[src/rtl/bss_pkg.sv]
package bss_pkg;
    localparam int LINE_B = 32;
    localparam int OFF_W  = $clog2(LINE_B);
    localparam int DW_LSB = 3;
    localparam int CNT_W  = OFF_W + 1;

    typedef enum logic [1:0] {
        MD_IDLE   = 2'd0,
        MD_SINGLE = 2'd1,
        MD_BURST  = 2'd2
    } mode_e;
endpackage

[src/rtl/seq_lanes.sv]
// Byte-lane mask of a single beat inside one doubleword.
module seq_lanes (
    input  logic [2:0] addr_lo,
    input  logic [3:0] size,
    output logic [7:0] mask
);
    logic [7:0]  fill;
    logic [15:0] shifted;

    always_comb begin
        if (size >= 4'd8) fill = 8'hFF;
        else              fill = (8'h01 << size) - 8'h01;
        shifted = {8'h00, fill} << addr_lo;
        mask    = shifted[7:0];
    end
endmodule

[src/rtl/seq_step.sv]
// Offset advance of one burst phase, including width fallback.
module seq_step #(
    parameter int OFF_W = 5
) (
    input  logic [OFF_W-1:0] off,
    input  logic             wide,
    input  logic             ack64,
    output logic [OFF_W:0]   nxt_off,
    output logic [3:0]       step,
    output logic             wide_n
);
    always_comb begin
        wide_n  = wide & ack64;
        step    = wide_n ? 4'd8 : 4'd4;
        nxt_off = {1'b0, off} + {{(OFF_W-3){1'b0}}, step};
    end
endmodule

[src/rtl/burst_split_seq.sv]
module burst_split_seq
    import bss_pkg::*;
#(
    parameter int ADDR_W = 32
) (
    input  logic              clk,
    input  logic              rst_n,
    input  logic              req_valid,
    output logic              req_ready,
    input  logic [ADDR_W-1:0] req_addr,
    input  logic              req_burst,
    input  logic [3:0]        req_size,
    input  logic              mode64_en,
    output logic              ph_valid,
    output logic [ADDR_W-1:0] ph_addr,
    output logic [7:0]        ph_be,
    output logic              ph_wide,
    output logic              ph_first,
    input  logic              ph_ack,
    input  logic              ph_ack64,
    output logic              done,
    output logic [5:0]        xfer_bytes
);
    typedef struct packed {
        mode_e             mode;
        logic [ADDR_W-1:0] base;
        logic [OFF_W-1:0]  off;
        logic [OFF_W:0]    stop;
        logic [OFF_W-1:0]  crit;
        logic              part2;
        logic              wide;
        logic              first;
        logic [7:0]        lanes;
        logic [CNT_W-1:0]  bytes;
        logic              done;
    } st_t;

    st_t q, d;

    logic [7:0]     lane_mask;
    logic [OFF_W:0] nxt_off;
    logic [3:0]     step;
    logic           wide_n;
    logic           hi_sel;
    logic [3:0]     cur_nib;
    logic [2:0]     nib_cnt;

    seq_lanes u_lanes (
        .addr_lo (req_addr[DW_LSB-1:0]),
        .size    (req_size),
        .mask    (lane_mask)
    );

    seq_step #(.OFF_W(OFF_W)) u_step (
        .off     (q.off),
        .wide    (q.wide),
        .ack64   (ph_ack64),
        .nxt_off (nxt_off),
        .step    (step),
        .wide_n  (wide_n)
    );

    // current single-beat word: low word first while it still has lanes
    always_comb begin
        hi_sel  = (q.lanes[3:0] == 4'h0);
        cur_nib = hi_sel ? q.lanes[7:4] : q.lanes[3:0];
        nib_cnt = '0;
        for (int i = 0; i < 4; i++) nib_cnt = nib_cnt + {2'b00, cur_nib[i]};
    end

    // phase outputs
    always_comb begin
        req_ready  = (q.mode == MD_IDLE);
        ph_valid   = (q.mode != MD_IDLE);
        ph_first   = q.first & ph_valid;
        done       = q.done;
        xfer_bytes = q.bytes;
        ph_addr    = '0;
        ph_be      = '0;
        ph_wide    = 1'b0;
        case (q.mode)
            MD_SINGLE: begin
                ph_addr = {q.base[ADDR_W-1:DW_LSB], hi_sel, 2'b00};
                ph_be   = {4'h0, cur_nib};
            end
            MD_BURST: begin
                ph_addr = {q.base[ADDR_W-1:OFF_W], q.off};
                ph_be   = q.wide ? 8'hFF : 8'h0F;
                ph_wide = q.wide;
            end
            default: ;
        endcase
    end

    // next state
    always_comb begin
        d      = q;
        d.done = 1'b0;
        case (q.mode)
            MD_IDLE: begin
                if (req_valid) begin
                    d.bytes = '0;
                    d.first = 1'b1;
                    d.part2 = 1'b0;
                    if (req_burst) begin
                        d.mode                = MD_BURST;
                        d.base                = {req_addr[ADDR_W-1:OFF_W], {OFF_W{1'b0}}};
                        d.crit                = req_addr[OFF_W-1:0];
                        d.crit[DW_LSB-1:0]    = '0;
                        d.off                 = d.crit;
                        d.stop                = CNT_W'(LINE_B);
                        d.wide                = mode64_en;
                        d.lanes               = '0;
                    end else begin
                        d.mode  = MD_SINGLE;
                        d.base  = {req_addr[ADDR_W-1:DW_LSB], {DW_LSB{1'b0}}};
                        d.lanes = lane_mask;
                        d.wide  = 1'b0;
                    end
                end
            end
            MD_SINGLE: begin
                if (ph_ack) begin
                    d.first = 1'b0;
                    d.bytes = q.bytes + {{(CNT_W-3){1'b0}}, nib_cnt};
                    if (hi_sel || q.lanes[7:4] == 4'h0) begin
                        d.mode  = MD_IDLE;
                        d.lanes = '0;
                        d.done  = 1'b1;
                    end else begin
                        d.lanes[3:0] = 4'h0;
                    end
                end
            end
            MD_BURST: begin
                if (ph_ack) begin
                    d.first = 1'b0;
                    d.wide  = wide_n;
                    d.bytes = q.bytes + {{(CNT_W-4){1'b0}}, step};
                    if (nxt_off == q.stop) begin
                        if (!q.part2 && q.crit != '0) begin
                            d.part2 = 1'b1;
                            d.off   = '0;
                            d.stop  = {1'b0, q.crit};
                            d.first = 1'b1;
                        end else begin
                            d.mode = MD_IDLE;
                            d.done = 1'b1;
                        end
                    end else begin
                        d.off = nxt_off[OFF_W-1:0];
                    end
                end
            end
            default: d.mode = MD_IDLE;
        endcase
    end

    always_ff @(posedge clk) begin
        if (!rst_n) begin
            q      <= '0;
            q.mode <= MD_IDLE;
        end else begin
            q <= d;
        end
    end
endmodule

[config.mk]
export PLATFORM = sky130hd
export DESIGN_NAME = burst_split_seq
export DESIGN_NICKNAME = d
export VERILOG_FILES = /design/src/rtl/bss_pkg.sv /design/src/rtl/seq_lanes.sv /design/src/rtl/seq_step.sv /design/src/rtl/burst_split_seq.sv
export SDC_FILE = /design/constraint.sdc
export NUM_CORES = 1
export LEC_CHECK = 0
export ABC_AREA = 1
export ABC_CLOCK_PERIOD_IN_PS = 8600
export CAP_MARGIN = 10
export CORE_ASPECT_RATIO = 0.7
export CORE_MARGIN = 10
export CORE_UTILIZATION = 53
export DETAILED_ROUTE_END_ITERATION = 10
export PLACE_DENSITY = 0.86
export RECOVER_POWER = 100
export SETUP_SLACK_MARGIN = 0.05
export SLEW_MARGIN = 40
export SYNTH_ARGS = -nofsm -noshare
export SYNTH_HDL_FRONTEND = slang
export SYNTH_SLANG_ARGS = --single-unit
[constraint.sdc]
create_clock -name clk -period 8.6 [get_ports clk]
set_input_delay 1.29 -clock clk [delete_from_list [all_inputs] [get_ports clk]]
set_output_delay 1.29 -clock clk [all_outputs]
set_load 0.05 [all_outputs]
==> impl_metrics.json <==
{
  "num_vias": 3600,
  "syn_inst": 537,
  "hp-class": "flip-flop to flip-flop",
  "avgSynthCellArea_um2": 6.568,
  "use_met3_pct": 6.489,
  "synth.largest_area_cell": "dfxtp_1",
  "postSynth.asyncResetShare_pct": 0,
  "cts_max_level": 3,
  "rr_startpoint": "q[9]",
  "synth_area_leaders": "dfxtp_1 32%, nand2_1 12%, a21oi_1 8.2%",
  "tightest_slew_ns": 1.905,
  "dp_cells": 692,
  "num_rows": 24,
  "cts.path.max_buffers": 2,
  "synth_edf_count": 0,
  "synth_cell_type_count": 39,
  "grt.total_usage_pct": 18.50,
  "pre_cts_ws_ns": 4.651,
  "maxCapViolCount": 1,
  "core-area_um2": 6336,
  "grt_pass1_wl_mm": 15.97,
  "grt.met2_usage_pct": 31.62,
  "hold_depth": 2,
  "post_cts_resized": 0,
  "tns_ns": 0,
  "synth_seq_cells": 57,
  "slowest_delay_ns": 0.90,
  "cts-root-buf": "clkbuf_8",
  "dp_hpwl_mm": 7.665,
  "ys_warn_count": 0,
  "fp.dieW_um": 117.5,
  "cts_hold_buffers": 0,
  "io_pins": 94,
  "hold_path_startpoint": "q[42]",
  "drive_gt1_share_pct": 5.835,
  "seq_area_frac_synth_pct": 32.35,
  "relSlewSlack_pct": -26.97,
  "clock_latency_ns": 0.33,
  "area_growth_pct": 29.30,
  "wirelength_mm": 9.854,
  "rsz0062_at_grt": "no",
  "dieArea_um2": 10370,
  "post_cts.repair.setup_buffers": 0,
  "drt.antenna.violating_nets": 0,
  "min_period_over_period_pct": 50.71,
  "cp_cell_sequence": "inv_1 > ha_1 > nand2_1 > nand2_1 > inv_2 > nor2_1 > dlygate4sd3_1",
  "critPathCaptureType": "output pin",
  "crit_fanout": 27,
  "grt_pass1_vias": 3415,
  "drcViolationCount": 0,
  "power_mw": 1.255,
  "cts_tree": "done",
  "fin_cells": 708,
  "dieHeight_um": 88.26,
  "violations": "max-capacitance violations, max-slew violations",
  "cts_sinks": 57,
  "p_leak_nw": 2.111,
  "wire_per_inst_um": 13.92,
  "final.setup.worst_slack_ns": 4.239,
  "finClkSkew_ns": 0.006511,
  "hold_slack_ns": 0.4517,
  "slew_violations": 58,
  "io_buffers": 91,
  "ir_drop_uv": 213.9,
  "crit_slowest_cell": "dlygate4sd3_1",
  "outcome": "finished, violations left",
  "crit_top_cell": "nand2_1",
  "nNetsFinal": 670,
  "busiest_layer": "met2",
  "criticalPathCategory": "flip-flop to output pin",
  "syn-cell-area_um2": 3527,
  "dr.pass1.iters": 5,
  "start_util_pct": 55.67,
  "cts_inserted_buffers": 9,
  "routed_via_density": 5.085,
  "worst_ep_required_time_ns": 7.31,
  "use_met1_pct": 22.04,
  "cellPowerDensity_nw_per_um2": 275.2,
  "final.fill_count": 538,
  "arrival_ns": 3.07,
  "reg2reg_depth": 16,
  "antenna_found_initial": 0,
  "max_freq_ghz": 0.2293,
  "critPathLaunchType": "flip-flop",
  "ys.flop_type": "dfxtp_1",
  "fin_crit_ns": 4.361,
  "critPathLaunch": "q[66]",
  "diodes": 0,
  "grt_overflow_total": 0,
  "drt_iter0_markers": 235,
  "finalSetupViolations": 0,
  "hold_viol": 0,
  "place.gp.congestion": 0.9291,
  "grt_max_degree": 58,
  "clk_pin_slew_ns": 0.07,
  "synth_top_area_share_pct": 32.35
}
[critical path: cells and delay by family (launching register included)]
family,cells,cell delay [ns]
buf+inv,3,1.22
fa+ha+maj,1,0.63
simple gates,3,0.56
flops,1,0.33
[state kept, by name (all words and copies together), names as in the netlist]
name and flops:
xfer_bytes 6, done 1, q 50
[synth_stat cells, types with 2 or more instances]
| cell type | number |
|---|---|
| nand2_1 | 109 |
| buf_4 | 12 |
| nand4_4 | 2 |
| ha_1 | 10 |
| o21ai_0 | 48 |
| clkinv_1 | 2 |
| nor3_1 | 3 |
| a21oi_2 | 2 |
| buf_2 | 7 |
| nor2_1 | 60 |
| fa_1 | 5 |
| nand4_1 | 2 |
| clkbuf_1 | 11 |
| inv_2 | 6 |
| a21oi_1 | 58 |
| nor2_2 | 4 |
| o21ai_1 | 5 |
| dfxtp_1 | 57 |
| nand3_1 | 30 |
| nand2_2 | 8 |
| a31oi_1 | 3 |
| inv_1 | 76 |
[per-stage QoR]
stage | instance area [um2] | util, %
6_report | 4561 | 71.98
5_1_grt | 4561 | 71.98
4_1_cts | 4601 | 72.61
3_5_place_dp | 4404 | 69.51
3_3_place_gp | 4404 | 69.51
2_1_floorplan | 3531 | -
[final timing paths]
kind	to	slack (ns)
worst min register to register	q[42]	0.45
worst max-delay path	ph_addr[11]	4.24
worst min-delay path	q[42]	0.45
worst max register to register	xfer_bytes[4]	5.45
[area by class of cell]
class | count | area (um2) | area share (%)
multi-input combinational | 367 | 1872 | 41.04
sequential | 57 | 1141 | 25.02
inverter | 84 | 315.3 | 6.914
tap | 91 | 113.9 | 2.497
timing repair buffer | 93 | 922.1 | 20.22
clock buffer | 11 | 141.4 | 3.100
clock inverter | 5 | 55.05 | 1.207
[routing by layer]
metal / wire length, um / up-vias / share of wire, %
li1: - / 1847 / -
met1: 4186 / 1610 / 42
met2: 4734 / 137 / 48
met3: 860 / 6 / 8.7
met4: 72 / 0 / 0.73
met5: 0 / - / 0
[cell families (layout without fill, tap and decap cells)]
group	after synthesis	after routing	synth area share, %
AO/OA/AOI/OAI	124	124	18.62
flip-flops	57	57	32.35
adder cells (fa/ha/maj)	15	15	6.385
AND/OR/NAND/NOR	226	226	28.88
buffers and inverters	114	193	13.66
other	1	2	0.1063
[cells in the final DEF, fill, tap and decap left out, drive strengths merged, types with 12 or more instances in the layout]
| cell | count |
|---|---|
| nand2 | 118 |
| clkbuf | 12 |
| clkdlybuf4s50 | 39 |
| nand3 | 31 |
| a21oi | 60 |
| o21ai | 53 |
| nor2 | 65 |
| inv | 82 |
| dlygate4sd3 | 52 |
| dfxtp | 57 |
[power breakdown]
group          switching, mW  internal [mW]
clock                  0.108          0.141
combinational          0.466          0.195
sequential            0.0246          0.320
total                  0.599          0.656
No activity file was read; power rests on OpenSTA's default activity.
